`config.mk`:
```
export PLATFORM = sky130hd
export DESIGN_NAME = mpr_host_if
export DESIGN_NICKNAME = d
export VERILOG_FILES = /design/src/rtl/mpr_pkg.sv /design/src/rtl/mpr_ctrl.sv /design/src/rtl/mpr_regs.sv /design/src/rtl/mpr_host_if.sv
export SDC_FILE = /design/constraint.sdc
export NUM_CORES = 1
export LEC_CHECK = 0
export CAP_MARGIN = 5
export CORE_MARGIN = 3
export CORE_UTILIZATION = 33
export DETAILED_ROUTE_END_ITERATION = 10
export MAX_ROUTING_LAYER = met4
export PLACE_DENSITY_LB_ADDON = 0.25
export REMOVE_ABC_BUFFERS = 1
export SLEW_MARGIN = 5
export SYNTH_ARGS = -nofsm -noshare
export SYNTH_HDL_FRONTEND = slang
export SYNTH_SLANG_ARGS = --single-unit
```
`constraint.sdc`:
```
create_clock -name clk -period 3.2 [get_ports clk]
set_clock_uncertainty 0.15 [all_clocks]
set_input_delay 0.32 -clock clk [delete_from_list [all_inputs] [get_ports clk]]
set_output_delay 0.32 -clock clk [all_outputs]
set_load 0.005 [all_outputs]
```
`src/rtl/mpr_pkg.sv`:
```
package mpr_pkg;
  localparam int NPORTS = 4;
  localparam int PORT_W = 2;
  localparam int DATA_W = 8;
  localparam int ADDR_W = 4;
  localparam int REG_W  = 3;
  localparam int EVT_W  = 4;
  localparam int NREG   = 1 << REG_W;

  typedef struct packed {
    logic              wrStb;
    logic [PORT_W-1:0] wrPort;
    logic [ADDR_W-1:0] wrAddr;
    logic [DATA_W-1:0] wrData;
    logic              rdSnap;
    logic [PORT_W-1:0] rdPort;
    logic              rdClr;
    logic [PORT_W-1:0] clrPort;
  } hostCmd_t;
endpackage

```
`src/rtl/mpr_ctrl.sv`:
```
module mpr_ctrl
  import mpr_pkg::*;
(
  input  logic              clk,
  input  logic              rstN,
  input  logic              csN,
  input  logic              rdN,
  input  logic              wrN,
  input  logic [PORT_W-1:0] portSel,
  input  logic [ADDR_W-1:0] addr,
  input  logic [DATA_W-1:0] dataIn,
  output hostCmd_t          cmd
);
  logic [1:0] csSync, rdSync, wrSync;
  logic csS, rdS, wrS, rdPrev, wrPrev;
  logic [PORT_W-1:0] portS1, portS2, wrHeldPort, rdArmPort;
  logic [ADDR_W-1:0] addrS1, addrS2, wrHeldAddr;
  logic [DATA_W-1:0] dataS1, dataS2, wrHeldData;
  logic wrHeldCs, rdArm;
  logic wrRise, rdFall, rdRise, rdSnap;

  assign csS = csSync[1];
  assign rdS = rdSync[1];
  assign wrS = wrSync[1];

  // Two-stage synchronizers for strobes; bus fields ride alongside
  always_ff @(posedge clk or negedge rstN) begin
    if (!rstN) begin
      csSync <= '1; rdSync <= '1; wrSync <= '1;
      rdPrev <= 1'b1; wrPrev <= 1'b1;
      portS1 <= '0; portS2 <= '0;
      addrS1 <= '0; addrS2 <= '0;
      dataS1 <= '0; dataS2 <= '0;
    end else begin
      csSync <= {csSync[0], csN};
      rdSync <= {rdSync[0], rdN};
      wrSync <= {wrSync[0], wrN};
      rdPrev <= rdS;
      wrPrev <= wrS;
      portS1 <= portSel; portS2 <= portS1;
      addrS1 <= addr;    addrS2 <= addrS1;
      dataS1 <= dataIn;  dataS2 <= dataS1;
    end
  end

  // Last sample taken while the write strobe was low is what gets committed
  always_ff @(posedge clk or negedge rstN) begin
    if (!rstN) begin
      wrHeldCs <= 1'b0; wrHeldPort <= '0; wrHeldAddr <= '0; wrHeldData <= '0;
    end else if (!wrS) begin
      wrHeldCs <= !csS; wrHeldPort <= portS2; wrHeldAddr <= addrS2; wrHeldData <= dataS2;
    end
  end

  assign wrRise = wrS && !wrPrev;
  assign rdFall = !rdS && rdPrev;
  assign rdRise = rdS && !rdPrev;
  assign rdSnap = rdFall && !csS && (addrS2 == '0);

  // A status read arms at strobe fall and fires the clear at strobe rise
  always_ff @(posedge clk or negedge rstN) begin
    if (!rstN) begin
      rdArm <= 1'b0; rdArmPort <= '0;
    end else if (rdSnap) begin
      rdArm <= 1'b1; rdArmPort <= portS2;
    end else if (rdRise) begin
      rdArm <= 1'b0;
    end
  end

  always_comb begin
    cmd.wrStb   = wrRise && wrHeldCs;
    cmd.wrPort  = wrHeldPort;
    cmd.wrAddr  = wrHeldAddr;
    cmd.wrData  = wrHeldData;
    cmd.rdSnap  = rdSnap;
    cmd.rdPort  = portS2;
    cmd.rdClr   = rdRise && rdArm;
    cmd.clrPort = rdArmPort;
  end

  AST_WR_CS_QUAL: assert property (@(posedge clk) disable iff (!rstN)
    cmd.wrStb |-> !$past(csS));
  AST_WR_SINGLE: assert property (@(posedge clk) disable iff (!rstN)
    cmd.wrStb |=> !cmd.wrStb);
  AST_CLR_AFTER_SNAP: assert property (@(posedge clk) disable iff (!rstN)
    cmd.rdSnap |=> !cmd.rdClr);
endmodule

```
`src/rtl/mpr_regs.sv`:
```
module mpr_regs
  import mpr_pkg::*;
(
  input  logic                    clk,
  input  logic                    rstN,
  input  hostCmd_t                cmd,
  input  logic [NPORTS*EVT_W-1:0] portEvt,
  input  logic [PORT_W-1:0]       rdPortSel,
  input  logic [ADDR_W-1:0]       rdAddr,
  output logic [DATA_W-1:0]       rdData,
  output logic [NPORTS-1:0]       irq
);
  logic [NPORTS-1:0][NREG-2:0][DATA_W-1:0] bank;
  logic [NPORTS-1:0][EVT_W-1:0] stat;
  logic [EVT_W-1:0] snap;
  logic [REG_W-1:0] wrLow, rdLow;
  logic wrMapped, rdMapped;

  assign wrLow    = cmd.wrAddr[REG_W-1:0];
  assign rdLow    = rdAddr[REG_W-1:0];
  assign wrMapped = (cmd.wrAddr[ADDR_W-1:REG_W] == '0) && (wrLow != '0);
  assign rdMapped = (rdAddr[ADDR_W-1:REG_W] == '0);

  always_ff @(posedge clk or negedge rstN) begin
    if (!rstN) begin
      bank <= '0;
    end else if (cmd.wrStb && wrMapped) begin
      bank[cmd.wrPort][wrLow - REG_W'(1)] <= cmd.wrData;
    end
  end

  always_ff @(posedge clk or negedge rstN) begin
    if (!rstN) snap <= '0;
    else if (cmd.rdSnap) snap <= stat[cmd.rdPort];
  end

  generate
    for (genvar p = 0; p < NPORTS; p++) begin : g_port
      logic [EVT_W-1:0] evtP, clrMask;
      assign evtP    = portEvt[p*EVT_W +: EVT_W];
      assign clrMask = (cmd.rdClr && cmd.clrPort == PORT_W'(p)) ? snap : '0;

      always_ff @(posedge clk or negedge rstN) begin
        if (!rstN) stat[p] <= '0;
        else       stat[p] <= (stat[p] & ~clrMask) | evtP;
      end

      assign irq[p] = |stat[p];

      AST_EVT_LATCH: assert property (@(posedge clk) disable iff (!rstN)
        (|evtP) |=> ((stat[p] & $past(evtP)) == $past(evtP)));
      AST_IRQ_STICKY: assert property (@(posedge clk) disable iff (!rstN)
        (irq[p] && !(cmd.rdClr && cmd.clrPort == PORT_W'(p))) |=> irq[p]);
    end
  endgenerate

  always_comb begin
    rdData = '0;
    if (rdMapped) begin
      if (rdLow == '0) rdData = DATA_W'(stat[rdPortSel]);
      else             rdData = bank[rdPortSel][rdLow - REG_W'(1)];
    end
  end

  AST_BANK_HOLD: assert property (@(posedge clk) disable iff (!rstN)
    !cmd.wrStb |=> $stable(bank));
  AST_STATUS_RO: assert property (@(posedge clk) disable iff (!rstN)
    (cmd.wrStb && cmd.wrAddr == '0) |=> $stable(bank));
endmodule

```
`src/rtl/mpr_host_if.sv`:
```
module mpr_host_if
  import mpr_pkg::*;
(
  input  logic                    clk,
  input  logic                    rstN,
  input  logic                    csN,
  input  logic                    rdN,
  input  logic                    wrN,
  input  logic [PORT_W-1:0]       portSel,
  input  logic [ADDR_W-1:0]       addr,
  input  logic [DATA_W-1:0]       dataIn,
  output logic [DATA_W-1:0]       dataOut,
  output logic                    dataOe,
  input  logic [NPORTS*EVT_W-1:0] portEvt,
  output logic [NPORTS-1:0]       irq
);
  hostCmd_t cmd;
  logic [DATA_W-1:0] rdData;

  mpr_ctrl ctrl_i (
    .clk(clk), .rstN(rstN), .csN(csN), .rdN(rdN), .wrN(wrN),
    .portSel(portSel), .addr(addr), .dataIn(dataIn), .cmd(cmd)
  );

  mpr_regs regs_i (
    .clk(clk), .rstN(rstN), .cmd(cmd), .portEvt(portEvt),
    .rdPortSel(portSel), .rdAddr(addr), .rdData(rdData), .irq(irq)
  );

  assign dataOe  = !csN && !rdN;
  assign dataOut = dataOe ? rdData : '0;

  AST_IRQ_RESET: assert property (@(posedge clk) !rstN |=> irq == '0);
endmodule

```
Yosys cells after proc, flatten, opt, wreduce, memory -nomap -nowiden
Index checks and enable logic that the tools add are counted.
- word-level logic and storage cells: 128
- output and inout bits: 13
- input bits: 35
- flip-flop bits (word level): 298
- order comparisons: 7
- equal/unequal tests: 3
- bitwise gates (word level): 13
- multiplexer cells: 22
- reductions and logical operators: 31
- add/sub/neg operators: 2
- operator list (operator ; count):
    $bwmux 224 ; 1
    $bmux 56 s2 ; 1
    $demux 56 s2 ; 1
    $mux 56 ; 2
    $mux 8 ; 5
    $bmux 8 s3 ; 1
    $demux 8 s3 ; 1
    $mux 4 ; 6
    $and 4x4->4 ; 4
    $bmux 4 s2 ; 2
    $logic_and 1x1->1 ; 16
    $not 4->4 ; 4
    $or 4x4->4 ; 4
    $reduce_or 4->1 ; 4
    $lt 2x3->1 const B ; 3
    $lt 3x4->1 const B ; 2
    $logic_not 1->1 ; 6
    $sub 3x1->3 const B ; 2
    $eq 2x2->1 const B ; 2
    $logic_not 4->1 ; 1
    $ge 3x1->1 const B ; 1
    $logic_not 3->1 ; 1
    $reduce_bool 3->1 ; 1
    $eq 2x1->1 const B ; 1
    other kinds (5) ; 6

Longest topological paths before layout
Gate-level depths: netlist of the first run.
- depth in word-level cells: 8
- mapped depth: 9
- mapped depth without buffers: 6

Cells and area by module
From an unflattened synthesis of the first run, not the netlist that was laid out.
- cells, all modules: 897
- area, all modules: 13466.7 µm²
- modules (own cells, without submodules) (module ; cells an instance ; instances ; area each (µm²) ; sequential area each (µm²)):
    mpr_regs ; 801 ; 1 ; 11691.2 ; 6105.9
    mpr_ctrl ; 85 ; 1 ; 1649.1 ; 1361.3
    mpr_host_if ; 11 ; 1 ; 126.4 ; 0.0

Worst setup path after synthesis of the first run
OpenSTA, ideal clock, no wires.
- kind: input to output
- start: input port addr[0]
- end: output port dataOut[4]
- stages on the path: 9
- data arrival time: 2331 ps
- slack: 399 ps
- required time: 2730 ps
- path buffers: 3
- cells stage by stage: clkbuf_1 > inv_2 > ha_1 > buf_2 > clkbuf_1 > mux4_2 > mux2_2 > a221oi_1 > nor3_1
- longest elaborated chain between the ends: 6
- elaborated cells between the ends (all ways): 7
- classes of those cells: add/sub (1); mux (5); reduce/logical (1)
- ends and longest elaborated chain (element ; RTL line ; RTL):
    from (decl) ; mpr_host_if.sv:10 ; input logic [ADDR_W-1:0] addr,
    $sub 3x1->3 ; mpr_regs.sv:61 ; else rdData = bank[rdPortSel][rdLow - REG_W'(1)];
    $bmux 8 s3 ; mpr_regs.sv:61 ;
    $mux 8 (not written as such) ; mpr_regs.sv:61 ;
    $mux 8 * ; mpr_regs.sv:60 ; if (rdLow == '0) rdData = DATA_W'(stat[rdPortSel]);
    $mux 8 * ; mpr_regs.sv:59 ; if (rdMapped) begin
    $mux 8 * ; mpr_host_if.sv:31 ; assign dataOut = dataOe ? rdData : '0;
    to (decl) ; mpr_host_if.sv:12 ; output logic [DATA_W-1:0] dataOut,
Every way passes the cells marked *; elsewhere a longest branch is shown, timed or not. The select of a mux whose other input is x is not followed.

Final worst setup path of the first run
- start: register regs_i.bank[175] (netlist bit)
- end: output port dataOut[7]
- longest elaborated chain between the ends: 7
- ends and longest elaborated chain (element ; RTL line ; RTL):
    from (decl) ; mpr_regs.sv:13 ; logic [NPORTS-1:0][NREG-2:0][DATA_W-1:0] bank;
    from (signal, indexed assignment) ; mpr_regs.sv:28 ; bank[cmd.wrPort][wrLow - REG_W'(1)] <= cmd.wrData;
    $bmux 56 s2 ; mpr_regs.sv:61 ;
    $mux 56 (not written as such) ; mpr_regs.sv:61 ;
    $bmux 8 s3 ; mpr_regs.sv:61 ;
    $mux 8 (not written as such) ; mpr_regs.sv:61 ;
    $mux 8 ; mpr_regs.sv:60 ;
    $mux 8 ; mpr_regs.sv:59 ;
    $mux 8 ; mpr_host_if.sv:31 ;
Every way passes these cells. The select of a mux whose other input is x is not followed.

==> results of run 1 <==
## critical path, stage by stage (launching register included)
cell and delay, ns:
sky130_fd_sc_hd__dfrtp_1 0.38, sky130_fd_sc_hd__mux4_2 0.52, sky130_fd_sc_hd__mux4_2 0.51, sky130_fd_sc_hd__nor2_1 0.23, sky130_fd_sc_hd__nor3_1 0.08, sky130_fd_sc_hd__clkdlybuf4s50_1 0.45
## flip-flops by register name (all words and copies together) (netlist names)
signal and count:
ctrl_i.portS2 2, ctrl_i.rdArm 1, ctrl_i.rdPrev 1, ctrl_i.wrHeldData 8, regs_i.bank 224, ctrl_i.dataS1 8, ctrl_i.rdSync 2, ctrl_i.wrHeldPort 2
ctrl_i.addrS2 4, ctrl_i.rdArmPort 2, ctrl_i.addrS1 4, regs_i.stat 16, ctrl_i.portS1 2, ctrl_i.wrHeldCs 1, ctrl_i.csSync 2, ctrl_i.wrPrev 1
ctrl_i.wrHeldAddr 4, regs_i.snap 4, ctrl_i.dataS2 8, ctrl_i.wrSync 2
## where the power goes
| part | switching (mW) | internal (mW) |
|---|---|---|
| Clock | 1.54 | 2.47 |
| Sequential | 0.260 | 4.08 |
| Combinational | 0.408 | 0.507 |
| Total | 2.21 | 7.06 |
## layout make-up
| type | count | area, um2 |
|---|---|---|
| flip-flops and latches | 298 | 7467 |
| clock buffers | 57 | 1121 |
| fillers | 3667 | 23410 |
| inverters | 8 | 30.03 |
| clock inverters | 6 | 55.05 |
| repair buffers | 99 | 987.2 |
| multi-input cells | 490 | 5563 |
| well taps | 518 | 648.1 |
## cell families (layout without fill, tap and decap cells)
| logic type | Yosys count | count (layout) | share of synthesized area |
|---|---|---|---|
| multiplexers | 331 | 331 | 0.3341 |
| flip-flops | 298 | 298 | 0.5611 |
| AND/OR/NAND/NOR | 103 | 103 | 0.04645 |
| buffers and inverters | 68 | 170 | 0.02510 |
| AO/OA/AOI/OAI | 48 | 48 | 0.02633 |
| adder cells (fa/ha/maj) | 4 | 4 | 0.003761 |
| XOR/XNOR | 4 | 4 | 0.003197 |
## Yosys cell counts, drive strengths merged
cell     instances
a21o            16
and4bb           1
a2111oi          2
mux2i           20
a22oi            1
or4              5
nand3b           2
a21oi            1
a211oi           7
nand2b           2
nor3             9
dfstp            8
nand4b           2
a221oi           8
nand3            6
o21ai            5
clkbuf          32
or3b             1
nand4            2
a2bb2oi          1
nand2           28
nor4             2
mux4            58
buf             28
xor2             2
inv              8
nor2b            4
ha               4
xnor2            2
a31oi            1
mux2           253
nor2            32
o22ai            6
dfrtp          290
or3              7
## final timing paths
| check | from | end | slack [ns] | cells after the start |
|---|---|---|---|---|
| min | wrN | ctrl_i.wrSync[0] | 0.08 | 1 |
| min in group asynchronous | rstN | ctrl_i.dataS1[0] | 0.26 | 2 |
| max reg2reg | ctrl_i.wrHeldAddr[0] | regs_i.bank[204] | 0.41 | 6 |
| max in group asynchronous | rstN | regs_i.bank[5] | 1.79 | 3 |
| min reg2reg | ctrl_i.dataS1[3] | ctrl_i.dataS2[3] | 0.20 | 0 |
| max | regs_i.bank[175] | dataOut[7] | 0.05 | 5 |
## metal layers
metal,wire length [um],global-route usage,part of all wire
met4,739,0.04455,0.023
met5,0,-,0
met2,15040,0.2383,0.46
met1,15390,0.2298,0.47
met3,1282,0.02870,0.040
## what timing repair did
item	CTS	global route
resized for setup	8	13
hold buffers	2	0
hold endpoints to repair	85	0
pin swaps	0	3
setup buffers	0	2
setup endpoints to repair	8	6
==> implementation parameters, run 1 <==
Parameter                              Value

Place
  Standard cell area after detailed placement ... about 0.015 mm2
  Number of placed cells counting well taps ... around 1.4k
  Final estimated routing congestion in global placement ... approximately 0.82
  Count of input and output buffers ... between 40 and 50
  Hpwl dp ... between 20 and 25 mm
  Setup slack at placement ... -0.4133 ns

Logic synthesis
  Area fraction of the dominant cell type after synthesis ... 0.5453
  Synthesis-stage register bit count ... approximately 300
  Sequential area share after synthesis ... 0.5611
  Avg Inst Size Synth ... ~16 um2
  Post-synthesis cell area ... 0.01331 mm2
  Netlist cell types ... 47
  Most area-hungry cell type in the Yosys netlist ... sky130_fd_sc_hd__dfrtp_1
  Syn. warnings ... 0
  Cell types occupying the most area after synthesis ... sky130_fd_sc_hd__dfrtp_1 (55%), sky130_fd_sc_hd__mux2_2 (19%), sky130_fd_sc_hd__mux4_2 (9.8%), sky130_fd_sc_hd__mux2_4 (2.7%), sky130_fd_sc_hd__dfstp_2 (1.6%)
  Number of instances in the synthesized netlist ... between 800 and 900

Power and ir drop
  Cell leakage power ... between 7 and 8 nW
  Design Power ... roughly 9 mW
  Pwr Density ... approximately 580 mW/mm2
  Maximum vdd ir drop ... between 0.2 and 0.3 mV

Critical path
  Critical Path Start Type ... register
  Endpoint class of the critical path ... output pin
  Worst Path Class, Setup ... register to output pin
  Maximum fanout along the worst path ... 2
  Required arrival time at the worst endpoint ... roughly 2.7 ns
  Signal arrival time at the worst endpoint ... roughly 2.7 ns

Timing
  Max Clk Rate ... between 300 and 400 MHz
  Setup repair after global routing missed its margin ... false
  Post-layout worst setup margin ... around 0.048 ns
  Final worst-path cycle share ... 0.9850
  Endpoints failing hold ... 0
  Max-slew violation count ... 0
  Final critical delay including setup and external delays ... roughly 3.2 ns
  Final-layout setup total negative slack ... 0 ns
  Number of setup violations in the final report ... 0
  Worst slack on hold paths ... about 0.08 ns
  Worst-case headroom to the max-slew limit ... 0.1722
  Pin slew with the least headroom to its limit ... ~1.2 ns

GRT
  Via count of the first global-routing pass ... between 7k and 8k
  Initial antenna violation count ... 0
  Global-route wire length before repair ... roughly 50 mm
  Largest net degree at the start of global routing ... between 90 and 100
  Remaining global-route overflow ... 0
  All-layer global routing usage ... 0.1612

Drt
  Per-cell routed wire length ... around 22 um
  Post-detailed-route DRC marker count ... 0
  Detail Route Antenna Nets ... 0
  Vias/cell ... 5.125
  Detailed Routing Iterations Pass 1 ... 5
  Total via count in the routed design ... 7565
  DRT iter0 DRCs ... 388
  Final Routed Wirelength ... 32.44 mm

Clocking
  CTS tree ... done
  Number of clock buffers inserted by TritonCTS ... 36
  Maximum count of clock buffers along a single path ... 3
  Number of H-tree levels ... 2
  Buffer type at the clock tree root ... sky130_fd_sc_hd__clkbuf_16
  Num Clock Sinks ... 298
  Latest clock arrival within the worst-skew pair ... slightly above 0.5 ns
  CTS clk-pin slew, worst paths ... 0.05 ns

Floorplanning
  Vertical die dimension ... 206.8 um
  Total die area ... between 0.04 and 0.05 mm2
  Cell Rows ... 72
  DIE WIDTH ... ~210 um
  Number of top-level pins ... between 40 and 50
  Initial standard-cell utilization of the core ... 0.3388
  Placeable Area ... ~0.04 mm2

Run
  Max-cap violation count ... 0

Cells and area
  Fraction of final layout cells with drive strength greater than 1 ... 0.4749
  Most common cell after layout, fill and taps aside ... sky130_fd_sc_hd__dfrtp_1
  Total inserted antenna cells ... 0
  Utilization of the core after routing ... 0.4041
  Most used cells in the layout excluding fill and tap cells ... sky130_fd_sc_hd__dfrtp_1 (290), sky130_fd_sc_hd__mux2_2 (221), sky130_fd_sc_hd__mux4_2 (58)
  Area of all placed cells without fillers ... about 0.016 mm2
  Total Nets Final ... 972
  Syn-to-layout area delta ... 19.26%
  Final std cells w/o fill ... 1476

Worst hold path
  Path class of the lowest-slack min-delay path ... input pin to register

Run status
  Result of the run ... finished clean
(Power assumes the default switching activity.)
==> inputs of run 2 (changes only) <==
--- a/config.mk
+++ b/config.mk
@@ -7,7 +7,7 @@
 export LEC_CHECK = 0
 export CAP_MARGIN = 5
 export CORE_MARGIN = 3
-export CORE_UTILIZATION = 33
+export CORE_UTILIZATION = 35
 export DETAILED_ROUTE_END_ITERATION = 10
 export MAX_ROUTING_LAYER = met4
 export PLACE_DENSITY_LB_ADDON = 0.25
==> implementation parameters, run 2 (synthesis gave the netlist of run 1 again) <==
Parameter                              Value

Drt
  Final Routed Wirelength ... 31.83 mm (-1.9%)
  Per-cell routed wire length ... 21.80 um (-0.81%)
  DRT iter0 DRCs ... 445 (+15%)
  Post-detailed-route DRC marker count ... 0 (unchanged)
  Detail Route Antenna Nets ... 0 (unchanged)
  Total via count in the routed design ... 7588 (+0.30%)
  Vias/cell ... 5.197 (+1.4%)
  Detailed Routing Iterations Pass 1 ... 4 (-1)

Floorplanning
  DIE WIDTH ... 201.0 um (-2.8%)
  Placeable Area ... 0.03705 mm2 (-5.7%)
  Vertical die dimension ... 201.0 um (-2.8%)
  Number of top-level pins ... 48 (unchanged)
  Cell Rows ... 70 (-2.8%)
  Total die area ... 0.04040 mm2 (-5.6%)
  Initial standard-cell utilization of the core ... 0.3592 (+0.02039)

Clocking
  CTS tree ... done
  Number of H-tree levels ... 2 (unchanged)
  Maximum count of clock buffers along a single path ... 3 (unchanged)
  Num Clock Sinks ... 298 (unchanged)
  Latest clock arrival within the worst-skew pair ... 0.51 ns (about the same)
  Number of clock buffers inserted by TritonCTS ... 35 (-2.8%)
  Buffer type at the clock tree root ... sky130_fd_sc_hd__clkbuf_16
  CTS clk-pin slew, worst paths ... 0.06 ns (about the same)

Cells and area
  Final std cells w/o fill ... 1460 (-1.1%)
  Register with the most flip-flops ... regs_i.bank
  Area of all placed cells without fillers ... 0.01580 mm2 (-0.43%)
  Utilization of the core after routing ... 0.4266 (+0.02249)
  Total inserted antenna cells ... 0 (unchanged)
  Flip-flop count of the largest register after layout ... 224 (unchanged)
  Fraction of final layout cells with drive strength greater than 1 ... 0.4728 (-0.002144)
  Syn-to-layout area delta ... 18.76%
  Most common cell after layout, fill and taps aside ... sky130_fd_sc_hd__dfrtp_1
  Largest registers ranked by flip-flop count ... regs_i.bank: 224 flops, regs_i.stat: 16 flops
  Most used cells in the layout excluding fill and tap cells ... sky130_fd_sc_hd__dfrtp_1 (290), sky130_fd_sc_hd__mux2_2 (221), sky130_fd_sc_hd__mux4_2 (58)
  Total Nets Final ... 973 (+0.10%)

Power and ir drop
  Pwr Density ... 583.8 mW/mm2 (about the same)
  Design Power ... 9.226 mW (-0.44%)
  Maximum vdd ir drop ... 0.2707 mV (-4.2%)
  Cell leakage power ... 7.168 nW (-0.11%)

Critical path
  List of cells traversed by the critical path ... dlygate4sd2_1 -> inv_2 -> ha_4 -> or3b_4 -> o22ai_2 -> a211oi_1 -> a221oi_1 -> buf_4 -> clkdlybuf4s50_1
  Cell family with most CP delay ... buffers and inverters
  Count of buffer and inverter cells on the critical path ... 4 (+3)
  Largest stage delay on the critical path ... 0.49 ns (-0.03 ns)
  Critical Path Start Type ... input pin
  Worst Path Class, Setup ... input pin to output pin
  Endpoint class of the critical path ... output pin
  Required arrival time at the worst endpoint ... 2.73 ns (about the same)
  Slowest cell on the critical path ... sky130_fd_sc_hd__clkdlybuf4s50_1
  Signal arrival time at the worst endpoint ... 2.65 ns (-0.03 ns)
  Maximum fanout along the worst path ... 5 (+3)

Timing
  Max-slew violation count ... 0 (unchanged)
  Worst slack on hold paths ... 0.03569 ns (-0.04436 ns)
  Post-layout worst setup margin ... 0.07512 ns (+0.02724 ns)
  Number of setup violations in the final report ... 0 (unchanged)
  Worst-case headroom to the max-slew limit ... 0.2204 (+0.04812)
  Final worst-path cycle share ... 0.9765 (-0.008513)
  Pin slew with the least headroom to its limit ... 1.169 ns (-0.07218 ns)
  Final-layout setup total negative slack ... 0 ns (unchanged)
  Max Clk Rate ... 320.0 MHz (+0.87%)
  Endpoints failing hold ... 0 (unchanged)
  Setup repair after global routing missed its margin ... false
  Final critical delay including setup and external delays ... 3.125 ns (-0.02724 ns)

Place
  Setup slack at placement ... -0.3436 ns (+0.06972 ns)
  Final estimated routing congestion in global placement ... 0.8483 (+2.9%)
  Count of input and output buffers ... 47 (unchanged)
  Hpwl dp ... 21.11 mm (-1.5%)
  Standard cell area after detailed placement ... 0.01457 mm2 (-0.15%)
  Number of placed cells counting well taps ... 1396 (-0.92%)

GRT
  Global-route wire length before repair ... 49.85 mm (-1.2%)
  All-layer global routing usage ... 0.1629 (+0.001723)
  Remaining global-route overflow ... 0 (unchanged)
  Initial antenna violation count ... 1 (+1)
  Via count of the first global-routing pass ... 7934 (-0.74%)
  Largest net degree at the start of global routing ... 87 (-8.4%)

Worst hold path
  Path class of the lowest-slack min-delay path ... input pin to register

Run
  Max-cap violation count ... 0 (unchanged)

Run status
  Result of the run ... finished clean
[run 2: cell type report]
| cell class | instances | area [um2] |
|---|---|---|
| repair buffers | 101 | 987.2 |
| well taps | 504 | 630.6 |
| clock inverters | 10 | 132.6 |
| flip-flops and latches | 298 | 7467 |
| clock buffers | 49 | 1011 |
| multi-input cells | 490 | 5545 |
| fillers | 3366 | 21240 |
| inverters | 8 | 30.03 |
[run 2: path summary, 6_finish.rpt]
check / end / start / cells past startpoint / slack, ns
worst max-delay path: dataOut[0] / addr[0] / 9 / 0.08
worst min-delay path: ctrl_i.portS1[1] / portSel[1] / 1 / 0.04
worst max register to register: regs_i.bank[109] / ctrl_i.wrHeldAddr[0] / 6 / 0.36
worst min register to register: ctrl_i.dataS2[7] / ctrl_i.dataS1[7] / 0 / 0.20
max in group asynchronous: regs_i.bank[10] / rstN / 3 / 1.72
min in group asynchronous: ctrl_i.dataS1[2] / rstN / 2 / 0.27
[run 2: power breakdown]
group | leakage (nW) | switching, mW | internal, mW
clock network | 0.565 | 1.52 | 2.44
registers | 3.91 | 0.241 | 4.08
logic | 2.69 | 0.433 | 0.505
[run 2: what timing repair did]
item / in CTS / in global routing
hold buffers: 2 / 0
buffers inserted: 3 / 0
hold endpoints to repair: 75 / 0
setup endpoints to repair: 8 / 2
cloned: 0 / 0
gates resized for setup: 15 / 2
pin swaps: 4 / 0
[run 2: layer usage]
layer  track usage  part of all wire
met1        0.2282              0.47
met2        0.2576              0.48
met3       0.02043             0.036
met4       0.03312             0.017
met5             -                 0
==> inputs of run 3 (changes only) <==
--- a/config.mk
+++ b/config.mk
@@ -8,6 +8,7 @@
 export CAP_MARGIN = 5
 export CORE_MARGIN = 3
 export CORE_UTILIZATION = 35
+export CTS_CLUSTER_DIAMETER = 60
 export DETAILED_ROUTE_END_ITERATION = 10
 export MAX_ROUTING_LAYER = met4
 export PLACE_DENSITY_LB_ADDON = 0.25
==> implementation parameters, run 3 (synthesis gave the netlist of run 1 again) <==
Parameter                              Value

Floorplanning
  Number of top-level pins ... 48 (unchanged)
  Vertical die dimension ... 201.0 um (unchanged)
  DIE WIDTH ... 201.0 um (unchanged)
  Initial standard-cell utilization of the core ... 0.3592 (unchanged)
  Total die area ... 0.04040 mm2 (unchanged)
  Cell Rows ... 70 (unchanged)
  Placeable Area ... 0.03705 mm2 (unchanged)

Timing
  Pin slew with the least headroom to its limit ... 1.186 ns (+0.01657 ns)
  Final critical delay including setup and external delays ... 3.112 ns (-0.01307 ns)
  Final-layout setup total negative slack ... 0 ns (unchanged)
  Worst slack on hold paths ... 0.03938 ns (+0.003696 ns)
  Max Clk Rate ... 321.4 MHz (+0.42%)
  Max-slew violation count ... 0 (unchanged)
  Endpoints failing hold ... 0 (unchanged)
  Post-layout worst setup margin ... 0.08819 ns (+0.01307 ns)
  Worst-case headroom to the max-slew limit ... 0.2093 (-0.01105)
  Setup repair after global routing missed its margin ... false
  Number of setup violations in the final report ... 0 (unchanged)
  Final worst-path cycle share ... 0.9724 (-0.004083)

Critical path
  List of cells traversed by the critical path ... dlygate4sd2_1 -> inv_2 -> ha_4 -> or3b_4 -> o22ai_2 -> a211oi_1 -> a221oi_1 -> buf_4 -> clkdlybuf4s50_1
  Required arrival time at the worst endpoint ... 2.73 ns (about the same)
  Signal arrival time at the worst endpoint ... 2.64 ns (about the same)
  Largest stage delay on the critical path ... 0.49 ns (about the same)
  Worst reg2reg path depth ... 6 (unchanged)
  Slowest cell on the critical path ... sky130_fd_sc_hd__clkdlybuf4s50_1
  Endpoint class of the critical path ... output pin
  Worst Path Class, Setup ... input pin to output pin
  Maximum fanout along the worst path ... 5 (unchanged)
  Critical Path Start Type ... input pin

Power and ir drop
  Pwr Density ... 573.4 mW/mm2 (-1.8%)
  Cell leakage power ... 7.137 nW (-0.42%)
  Share of total power in sequential cells ... 0.478 (+0.010)
  Proportion of power drawn by the clock network ... 0.418 (-0.012)
  Maximum vdd ir drop ... 0.2709 mV (about the same)
  Switching power ... 2.163 mW (-1.6%)
  Switching power as a share of total power ... 0.2395 (+0.001262)
  Cell Int Power ... 6.868 mW (-2.3%)
  Design Power ... 9.031 mW (-2.1%)
  Fraction of power consumed by combinational cells ... 0.104 (+0.002)

Cells and area
  Most common cell after layout, fill and taps aside ... sky130_fd_sc_hd__dfrtp_1
  Fill cell instance count of the final layout ... 3372 (+0.18%)
  Register with the most flip-flops ... regs_i.bank
  Total inserted antenna cells ... 0 (unchanged)
  Final std cells w/o fill ... 1460 (unchanged)
  Fraction of final layout cells with drive strength greater than 1 ... 0.4707 (-0.002092)
  Area of all placed cells without fillers ... 0.01575 mm2 (-0.34%)
  Flip-flop count of the largest register after layout ... 224 (unchanged)
  Largest registers ranked by flip-flop count ... regs_i.bank: 224 flops, regs_i.stat: 16 flops
  Syn-to-layout area delta ... 18.35%
  Utilization of the core after routing ... 0.4251 (-0.001452)
  Most used cells in the layout excluding fill and tap cells ... sky130_fd_sc_hd__dfrtp_1 (290), sky130_fd_sc_hd__mux2_2 (221), sky130_fd_sc_hd__mux4_2 (58)
  Total Nets Final ... 973 (unchanged)

Place
  Final estimated routing congestion in global placement ... 0.8483 (unchanged)
  Standard cell area after detailed placement ... 0.01457 mm2 (unchanged)
  Hpwl dp ... 21.11 mm (unchanged)
  Setup slack at placement ... -0.3436 ns (unchanged)
  Number of placed cells counting well taps ... 1396 (unchanged)
  Count of input and output buffers ... 47 (unchanged)

Clocking
  Latest clock arrival within the worst-skew pair ... 0.50 ns (about the same)
  CTS clk-pin slew, worst paths ... 0.06 ns (about the same)
  CTS tree ... done
  Number of clock buffers inserted by TritonCTS ... 35 (unchanged)
  Number of H-tree levels ... 2 (unchanged)
  Buffer type at the clock tree root ... sky130_fd_sc_hd__clkbuf_16
  Num Clock Sinks ... 298 (unchanged)
  Maximum count of clock buffers along a single path ... 3 (unchanged)

Drt
  Vias/cell ... 5.173 (-0.46%)
  DRT iter0 DRCs ... 402 (-9.7%)
  Per-cell routed wire length ... 21.68 um (-0.58%)
  Post-detailed-route DRC marker count ... 0 (unchanged)
  Final Routed Wirelength ... 31.65 mm (-0.58%)
  Total via count in the routed design ... 7553 (-0.46%)
  Detailed Routing Iterations Pass 1 ... 4 (unchanged)
  Detail Route Antenna Nets ... 0 (unchanged)

GRT
  Remaining global-route overflow ... 0 (unchanged)
  Largest net degree at the start of global routing ... 87 (unchanged)
  All-layer global routing usage ... 0.1626 (-0.0002573)
  Initial antenna violation count ... 1 (unchanged)
  Via count of the first global-routing pass ... 7952 (+0.23%)
  Global-route wire length before repair ... 49.68 mm (-0.35%)

Worst hold path
  Path class of the lowest-slack min-delay path ... input pin to register
  Hold Path Stages ... 1 (unchanged)

Run
  Max-cap violation count ... 0 (unchanged)

Run status
  Result of the run ... finished clean
[run 3: cell types whose count changed in the layout (fill, tap and decap cells not counted)]
cell	delta
sky130_fd_sc_hd__inv_6	-1
sky130_fd_sc_hd__clkbuf_1	+2
sky130_fd_sc_hd__bufinv_16	-2
sky130_fd_sc_hd__clkinvlp_4	+1
[run 3: path summary, 6_finish.rpt]
check | from | end | slack (ns)
min in group asynchronous | rstN | ctrl_i.dataS1[2] | 0.27
setup / recovery | addr[0] | dataOut[0] | 0.09
hold / removal | portSel[1] | ctrl_i.portS1[1] | 0.04
setup reg to reg | ctrl_i.wrHeldAddr[0] | regs_i.bank[109] | 0.34
hold reg to reg | ctrl_i.dataS1[7] | ctrl_i.dataS2[7] | 0.20
max in group asynchronous | rstN | regs_i.bank[10] | 1.71
[run 3: power by group through the flow]
stage | clock network (mW) | logic, mW | registers (mW)
4_1_cts | 3.90 | 0.952 | 4.32
2_1_floorplan | 0 | 0.536 | 4.30
3_3_place_gp | 0 | 0.918 | 4.38
5_1_grt | 4.05 | 1.02 | 4.36
3_5_place_dp | 0 | 0.936 | 4.39
6_report | 3.77 | 0.940 | 4.32
[run 3: metal layers]
metal	up-vias	track usage	routed length [um]
met2	136	0.2520	15040
met5	-	-	0
met1	4048	0.2270	14790
met4	0	0.03940	679
li1	3318	-	-
met3	51	0.02449	1141
[run 3: cell type report]
cell class                      instances  area (um2)  share of cell area
Clock buffer                           51        1018             0.06466
Clock inverter                          8       71.32            0.004528
Inverter                                8       30.03            0.001907
Multi-Input combinational cell        490        5545              0.3521
Sequential cell                       298        7467              0.4741
Tap cell                              504       630.6             0.04004
Timing Repair Buffer                  101       987.2             0.06268
[run 3: worst max-delay path, delay by kind of cell]
kind / cells / cell delay [ns]
AOI/OAI and AO/OA: 3 / 0.59
buffers and inverters: 4 / 1.03
adders and majority gates: 1 / 0.26
and+or+nand+nor: 1 / 0.44
[run 3: what timing repair did]
item	CTS	global route
endpoints found under the hold margin	75	0
endpoints found under the setup margin	8	2
pin swaps	4	0
setup buffers	3	0
hold buffers	2	0
gates resized for setup	15	2
